**config.mk**
```make
export PLATFORM = sky130hd
export DESIGN_NAME = sym_rx
export DESIGN_NICKNAME = d
export VERILOG_FILES = /design/src/rtl/sym_rx_pkg.sv /design/src/rtl/sym_rx_sync.sv /design/src/rtl/sym_rx_phase.sv /design/src/rtl/sym_rx_hunt.sv /design/src/rtl/sym_rx_asm.sv /design/src/rtl/sym_rx.sv
export SDC_FILE = /design/constraint.sdc
export NUM_CORES = 1
export LEC_CHECK = 0
export BUFFER_PORTS_ARGS = -buffer_cell sky130_fd_sc_hd__buf_2
export CORE_MARGIN = 2
export CORE_UTILIZATION = 40
export DETAILED_ROUTE_END_ITERATION = 8
export GPL_TIMING_DRIVEN = 0
export PLACE_DENSITY = 0.63
export SLEW_MARGIN = 25
export SYNTH_ARGS = -nofsm -noshare
export SYNTH_HDL_FRONTEND = slang
export SYNTH_SLANG_ARGS = --single-unit
```
**constraint.sdc**
```tcl
create_clock -name clk -period 6 [get_ports clk]
set_input_delay 0.3 -clock clk [delete_from_list [all_inputs] [get_ports clk]]
set_output_delay 0.3 -clock clk [all_outputs]
set_load 0.005 [all_outputs]
```
**src/rtl/sym_rx_pkg.sv**
```systemverilog
package sym_rx_pkg;

    // Default geometry of the receiver.
    localparam int BIT_CLKS_DEF   = 40;
    localparam int SYM_BITS_DEF   = 12;
    localparam int LEAD_BITS_DEF  = 8;
    localparam int TRAIN_BITS_DEF = 8;

    // Phases of the start-sequence search.
    typedef enum logic [1:0] {
        HS_IDLE,
        HS_HIGH,
        HS_TRAIN,
        HS_DATA
    } hunt_state_e;

    // Synchronised line level and its transitions.
    typedef struct packed {
        logic lvl;
        logic flip;
        logic rise;
        logic fall;
    } line_t;

    // One sampled data bit.
    typedef struct packed {
        logic stb;
        logic val;
    } samp_t;

    function automatic bit in_window(int unsigned v, int unsigned lo, int unsigned hi);
        return (v >= lo) && (v <= hi);
    endfunction

    function automatic int unsigned wrap_add(int unsigned v, int unsigned d, int unsigned m);
        int unsigned t;
        t = v + d;
        if (t >= m) t = t - m;
        return t;
    endfunction

endpackage

```
**src/rtl/sym_rx_sync.sv**
```systemverilog
module sym_rx_sync
    import sym_rx_pkg::*;
(
    input  logic  clk,
    input  logic  rst,
    input  logic  rx_i,
    output line_t line_o
);

    logic meta_q, lvl_q, prev_q;

    always_ff @(posedge clk) begin
        if (rst) begin
            meta_q <= 1'b0;
            lvl_q  <= 1'b0;
            prev_q <= 1'b0;
        end else begin
            meta_q <= rx_i;
            lvl_q  <= meta_q;
            prev_q <= lvl_q;
        end
    end

    always_comb begin
        line_o.lvl  = lvl_q;
        line_o.flip = lvl_q ^ prev_q;
        line_o.rise = lvl_q & ~prev_q;
        line_o.fall = ~lvl_q & prev_q;
    end

endmodule

```
**src/rtl/sym_rx_phase.sv**
```systemverilog
module sym_rx_phase
    import sym_rx_pkg::*;
#(
    parameter int BIT_CLKS = BIT_CLKS_DEF
) (
    input  logic clk,
    input  logic rst,
    input  logic flip_i,
    input  logic hard_i,
    output logic mid_o
);

    localparam int PW   = $clog2(BIT_CLKS);
    localparam int HALF = BIT_CLKS / 2;

    logic [PW-1:0] ph_q, ph_n;

    always_comb begin
        if (ph_q == PW'(BIT_CLKS - 1)) ph_n = '0;
        else                           ph_n = ph_q + 1'b1;
        if (flip_i) begin
            if (hard_i) begin
                // edge cycle is phase zero
                ph_n = PW'(1);
            end else if (ph_q != '0 && ph_q < PW'(HALF)) begin
                // edge came late: stall one cycle
                ph_n = ph_q;
            end else if (ph_q > PW'(HALF)) begin
                // edge came early: skip one cycle
                ph_n = PW'(wrap_add(32'(ph_q), 2, BIT_CLKS));
            end
        end
    end

    always_ff @(posedge clk) begin
        if (rst) ph_q <= '0;
        else     ph_q <= ph_n;
    end

    assign mid_o = (ph_q == PW'(HALF));

    assert_phase_range_R6: assert property (@(posedge clk) disable iff (rst)
        32'(ph_q) < BIT_CLKS);

    assert_mid_single_R6: assert property (@(posedge clk) disable iff (rst)
        mid_o |=> !mid_o);

endmodule

```
**src/rtl/sym_rx_hunt.sv**
```systemverilog
module sym_rx_hunt
    import sym_rx_pkg::*;
#(
    parameter int BIT_CLKS   = BIT_CLKS_DEF,
    parameter int LEAD_BITS  = LEAD_BITS_DEF,
    parameter int TRAIN_BITS = TRAIN_BITS_DEF
) (
    input  logic  clk,
    input  logic  rst,
    input  line_t line_i,
    input  logic  mid_i,
    input  logic  clr_i,
    output logic  start_o,
    output logic  hard_o,
    output samp_t samp_o
);

    localparam int RUN_NOM = (LEAD_BITS + 1) * BIT_CLKS;
    localparam int RUN_LO  = RUN_NOM - BIT_CLKS / 2;
    localparam int RUN_HI  = RUN_NOM + BIT_CLKS / 2;
    localparam int HW      = $clog2(RUN_HI + 2);
    localparam int TW      = $clog2(TRAIN_BITS);
    localparam int LAST_T  = TRAIN_BITS - 2;

    hunt_state_e   st;
    logic [HW-1:0] hcnt;
    logic [TW-1:0] tcnt;

    always_ff @(posedge clk) begin
        if (rst || clr_i) begin
            st      <= HS_IDLE;
            hcnt    <= '0;
            tcnt    <= '0;
            start_o <= 1'b0;
            samp_o  <= '0;
        end else begin
            samp_o <= '0;
            case (st)
                HS_IDLE: begin
                    if (line_i.rise) begin
                        st   <= HS_HIGH;
                        hcnt <= HW'(1);
                    end
                end
                HS_HIGH: begin
                    if (line_i.fall) begin
                        if (in_window(32'(hcnt), RUN_LO, RUN_HI)) begin
                            st   <= HS_TRAIN;
                            tcnt <= '0;
                        end else begin
                            st <= HS_IDLE;
                        end
                    end else if (hcnt <= HW'(RUN_HI)) begin
                        hcnt <= hcnt + 1'b1;
                    end
                end
                HS_TRAIN: begin
                    if (mid_i) begin
                        // even training slots are low, odd ones high
                        if (line_i.lvl == tcnt[0]) begin
                            if (tcnt == TW'(LAST_T)) begin
                                st      <= HS_DATA;
                                start_o <= 1'b1;
                            end else begin
                                tcnt <= tcnt + 1'b1;
                            end
                        end else begin
                            st <= HS_IDLE;
                        end
                    end
                end
                default: begin
                    samp_o.stb <= mid_i;
                    samp_o.val <= line_i.lvl;
                end
            endcase
        end
    end

    assign hard_o = (st != HS_DATA);

    assert_det_sticky_R3: assert property (@(posedge clk) disable iff (rst)
        start_o && !clr_i |=> start_o);

    assert_clr_drops_R3: assert property (@(posedge clk) disable iff (rst)
        clr_i |=> !start_o && !samp_o.stb);

    assert_det_after_train_R2: assert property (@(posedge clk) disable iff (rst)
        $rose(start_o) |-> $past(st == HS_TRAIN && mid_i));

    assert_stb_gated_R6: assert property (@(posedge clk) disable iff (rst)
        samp_o.stb |-> start_o);

endmodule

```
**src/rtl/sym_rx_asm.sv**
```systemverilog
module sym_rx_asm
    import sym_rx_pkg::*;
#(
    parameter int SYM_BITS = SYM_BITS_DEF
) (
    input  logic                clk,
    input  logic                rst,
    input  samp_t               samp_i,
    input  logic                rd_i,
    input  logic                clr_i,
    output logic [SYM_BITS-1:0] data_o,
    output logic                rdy_o,
    output logic                ovr_o
);

    localparam int CW = $clog2(SYM_BITS);

    logic [SYM_BITS-2:0] sh_q;
    logic [CW-1:0]       bcnt;
    logic                done;

    assign done = samp_i.stb && (bcnt == CW'(SYM_BITS - 1));

    always_ff @(posedge clk) begin
        if (rst || clr_i) begin
            sh_q   <= '0;
            bcnt   <= '0;
            data_o <= '0;
            rdy_o  <= 1'b0;
            ovr_o  <= 1'b0;
        end else begin
            if (samp_i.stb) begin
                if (done) begin
                    data_o <= {sh_q, samp_i.val};
                    bcnt   <= '0;
                end else begin
                    sh_q <= {sh_q[SYM_BITS-3:0], samp_i.val};
                    bcnt <= bcnt + 1'b1;
                end
            end
            if (done) begin
                rdy_o <= 1'b1;
                if (rdy_o && !rd_i) ovr_o <= 1'b1;
            end else if (rd_i) begin
                rdy_o <= 1'b0;
            end
        end
    end

    assert_cnt_range_R7: assert property (@(posedge clk) disable iff (rst)
        32'(bcnt) < SYM_BITS);

    assert_read_clears_R8: assert property (@(posedge clk) disable iff (rst)
        rd_i && !done && !clr_i |=> !rdy_o);

    assert_overrun_set_R9: assert property (@(posedge clk) disable iff (rst)
        done && rdy_o && !rd_i && !clr_i |=> ovr_o && rdy_o);

    assert_overrun_sticky_R9: assert property (@(posedge clk) disable iff (rst)
        ovr_o && !clr_i |=> ovr_o);

endmodule

```
**src/rtl/sym_rx.sv**
```systemverilog
module sym_rx
    import sym_rx_pkg::*;
#(
    parameter int BIT_CLKS   = BIT_CLKS_DEF,
    parameter int SYM_BITS   = SYM_BITS_DEF,
    parameter int LEAD_BITS  = LEAD_BITS_DEF,
    parameter int TRAIN_BITS = TRAIN_BITS_DEF
) (
    input  logic                clk,
    input  logic                rst,
    input  logic                rx_in,
    input  logic                start_clr,
    input  logic                sym_rd,
    output logic                start_det,
    output logic                bit_stb,
    output logic                bit_val,
    output logic [SYM_BITS-1:0] sym_data,
    output logic                sym_rdy,
    output logic                overrun
);

    line_t line;
    logic  mid, hard;
    samp_t samp;

    sym_rx_sync u_sync (
        .clk    (clk),
        .rst    (rst),
        .rx_i   (rx_in),
        .line_o (line)
    );

    sym_rx_phase #(.BIT_CLKS(BIT_CLKS)) u_phase (
        .clk    (clk),
        .rst    (rst),
        .flip_i (line.flip),
        .hard_i (hard),
        .mid_o  (mid)
    );

    sym_rx_hunt #(
        .BIT_CLKS   (BIT_CLKS),
        .LEAD_BITS  (LEAD_BITS),
        .TRAIN_BITS (TRAIN_BITS)
    ) u_hunt (
        .clk     (clk),
        .rst     (rst),
        .line_i  (line),
        .mid_i   (mid),
        .clr_i   (start_clr),
        .start_o (start_det),
        .hard_o  (hard),
        .samp_o  (samp)
    );

    sym_rx_asm #(.SYM_BITS(SYM_BITS)) u_asm (
        .clk    (clk),
        .rst    (rst),
        .samp_i (samp),
        .rd_i   (sym_rd),
        .clr_i  (start_clr),
        .data_o (sym_data),
        .rdy_o  (sym_rdy),
        .ovr_o  (overrun)
    );

    assign bit_stb = samp.stb;
    assign bit_val = samp.val;

    assert_rdy_under_det_R3: assert property (@(posedge clk) disable iff (rst)
        sym_rdy |-> start_det);

endmodule

```
==> flow_metrics.env <==
export IMPL_most_common_layout_cells="dfxtp_1, nand2_1, nor2_1"
export IMPL_r2r_cells=7
export IMPL_cts_tree="yes"
export IMPL_fin_tns_setup_ns=0
export IMPL_overflow=0
export IMPL_hold_class="in -> reg"
export IMPL_ir_drop_v=0.0000806
export IMPL_min_from="rx_in"
export IMPL_die_h_um=88.8
export IMPL_cts_hold_fix_buffers=0
export IMPL_vias_per_cell=5.09
export IMPL_yosys_top_cells_area="dfxtp_1, ha_1, nand2_1"
export IMPL_setup_violations=0
export IMPL_powerDensity_mw_per_mm2=196
export IMPL_die_w_um=88.8
export IMPL_die_area_sq_mm=0.00789
export IMPL_drive_gt1_frac=0.131
export IMPL_finalMaxSlewViolations=0
export IMPL_hold_end="u_sync.meta_q"
export IMPL_syn_cell_area_sq_mm=0.00288
export IMPL_worstReg2RegStart="u_phase.ph_q[1]"
export IMPL_synth_async_reset_ratio=0
export IMPL_arrival_ns=2.56
export IMPL_nets=388
export IMPL_worst_slew_pin_transition_ns=0.527
export IMPL_power_leakage_nw=1.20
export IMPL_drt_iter0_drc=111
export IMPL_worstHoldPathCells=2
export IMPL_postCtsSetupBuffers=0
export IMPL_hold_slack_ns=0.191
export IMPL_fin_ws_ns=3.69
export IMPL_vias=2358
export IMPL_io_buffer_count=20
export IMPL_dpl_hpwl_um=4350
export IMPL_synth_avg_cell_area_sq_um=8.49
export IMPL_synth_largest_area_cell="dfxtp_1"
export IMPL_path_clk_slew_ns=0.10
export IMPL_syn_num_nets=361
export IMPL_gp_congestion=0.914
export IMPL_synth_warnings=0
export IMPL_drc=0
export IMPL_synth_ff_type="dfxtp_1"
export IMPL_required_ns=6.25
export IMPL_synth_top_area_frac=0.383
export IMPL_cp_max_fo=6
export IMPL_period_needed_ns=2.31
export IMPL_r2r_end="u_phase.ph_q[3]"
export IMPL_final_cells=463
export IMPL_ys_ff_latch=55
export IMPL_clockBufferDepth=2
export IMPL_skew_ns=0.0142
export IMPL_grt_antenna_before_repair=0
export IMPL_wl_um=5860
export IMPL_diodes=0
export IMPL_initial_core_util=0.419
export IMPL_fin_util=0.465
export IMPL_fin_crit_sh=0.386
export IMPL_grt_pass1_wl_um=9870
export IMPL_finalHoldViolations=0
export IMPL_h_tree_depth=2
export IMPL_cts_resized=0
export IMPL_avgRoutedWirePerCell_um=12.7
export IMPL_cap_violations=0
export IMPL_ant_nets=0
export IMPL_num_rows=30
export IMPL_grt_max_degree=20
export IMPL_cts_sinks=55
export IMPL_cts_root_buf="clkbuf_8"
export IMPL_area_growth_pct=10.9
export IMPL_ff2ff_setup_slack_ns=3.69
export IMPL_final_common_cell="dfxtp_1"
export IMPL_synth_edf_count=0
export IMPL_clock_latency_ns=0.32
export IMPL_first_pass_iters=4
export IMPL_grtUsageTotal=0.158
export IMPL_coreArea_sq_mm=0.00687
export IMPL_place_inst=455
export IMPL_path_class="reg -> reg"
export IMPL_first_global_vias=2129
export IMPL_relSlewSlack=0.644
export IMPL_numCtsBuffers=5
export IMPL_num_io_pins=22
export IMPL_nFillCells=697
export IMPL_syn_inst=339
export IMPL_synth_cell_type_count=56
export IMPL_fmax_mhz=432
export IMPL_cp_start_kind="flop"
export IMPL_worstSetupEndpointType="flop"
export IMPL_rsz0062_at_grt="false"
export IMPL_ys_seq_area_frac=0.383
export IMPL_status="complete, no violations"
export IMPL_pre_cts_ws_ns=3.72
routing by layer:
metal / global-route usage / up-vias / part of all wire
met5: 0 / - / 0
met4: 0.0372 / 0 / 0.0084
met3: 0.0280 / 7 / 0.032
met2: 0.264 / 37 / 0.48
met1: 0.212 / 1083 / 0.48
li1: - / 1231 / -
cell usage after synthesis (all sizes together), types with 2 or more instances:
cell and n:
nand4 4, xnor2 10, a211o 3, clkbuf 7
and3b 2, dfxtp 55, mux2 2, or2 4
ha 17, nor3 7, and2 3, a21oi 26
nor2b 11, or4b 2, nor2 33, nand3b 3
o21a 4, a2111oi 2, buf 6, xor2 7
o221ai 2, or3 2, a211oi 2, a31oi 2
o211ai 4, nand3 10, mux2i 12, inv 18
a21o 2, nand2 46, o2111ai 3, nand2b 4
o21ai 5
power by group:
part / total [W] / internal [W] / switching [W]
clock: 0.000217 / 0.0000854 / 0.000132
sequential: 0.000372 / 0.000368 / 0.00000392
combinational: 0.0000351 / 0.0000131 / 0.0000220
critical path, stage by stage, from the launching register on:
cell and delay [ns]:
dfxtp_1 0.39, ha_1 0.28, xnor2_1 0.40, ha_1 0.33, nor2b_1 0.07, a2111oi_0 0.45, o211ai_1 0.16, a31oi_1 0.18
metrics by stage:
step | area [sq um] | power, W
CTS | 3190 | 0.000633
finish | 3190 | 0.000624
global route | 3190 | 0.000652
global placement | 3100 | 0.000415
detailed placement | 3100 | 0.000415
floorplan | 2880 | 0.000406
layout make-up:
type                            count  area [sq um]  area share
Inverter                           18          67.6      0.0212
Buffer                             13          56.3      0.0176
Clock buffer                        5          68.8      0.0216
Timing Repair Buffer               20           100      0.0314
Sequential cell                    55          1100       0.345
Multi-Input combinational cell    253          1650       0.518
Clock inverter                      3          25.0     0.00784
Tap cell                           96           120      0.0376
sequential cells by signal (all words and copies together) (netlist names), 2 cells and up:
| signal | count |
|---|---|
| u_hunt.tcnt | 3 |
| u_hunt.hcnt | 9 |
| u_phase.ph_q | 6 |
| u_hunt.samp_o | 2 |
| u_hunt.st | 2 |
| u_asm.data_o | 12 |
| u_asm.bcnt | 4 |
| u_asm.sh_q | 11 |
how the worst max path moves through the flow:
stage                    startpoint              end  slack, ns
CTS                 u_phase.ph_q[1]  u_phase.ph_q[3]       3.70
finish              u_phase.ph_q[1]  u_phase.ph_q[3]       3.69
global route        u_phase.ph_q[1]  u_phase.ph_q[3]       3.39
global placement    u_phase.ph_q[1]  u_phase.ph_q[3]       3.73
detailed placement  u_phase.ph_q[1]  u_phase.ph_q[3]       3.72
floorplan           u_phase.ph_q[1]   u_hunt.tcnt[2]       4.02
cell families after synthesis:
logic type	Yosys count	share of synthesized area
AND/OR/NAND/NOR	137	0.236
AO/OA/AOI/OAI	68	0.163
flip-flops	55	0.383
buffers and inverters	31	0.0430
XOR/XNOR	17	0.0517
adder cells (fa/ha/maj)	17	0.0739
multiplexers	14	0.0496
No activity file was read; power rests on OpenSTA's default activity.
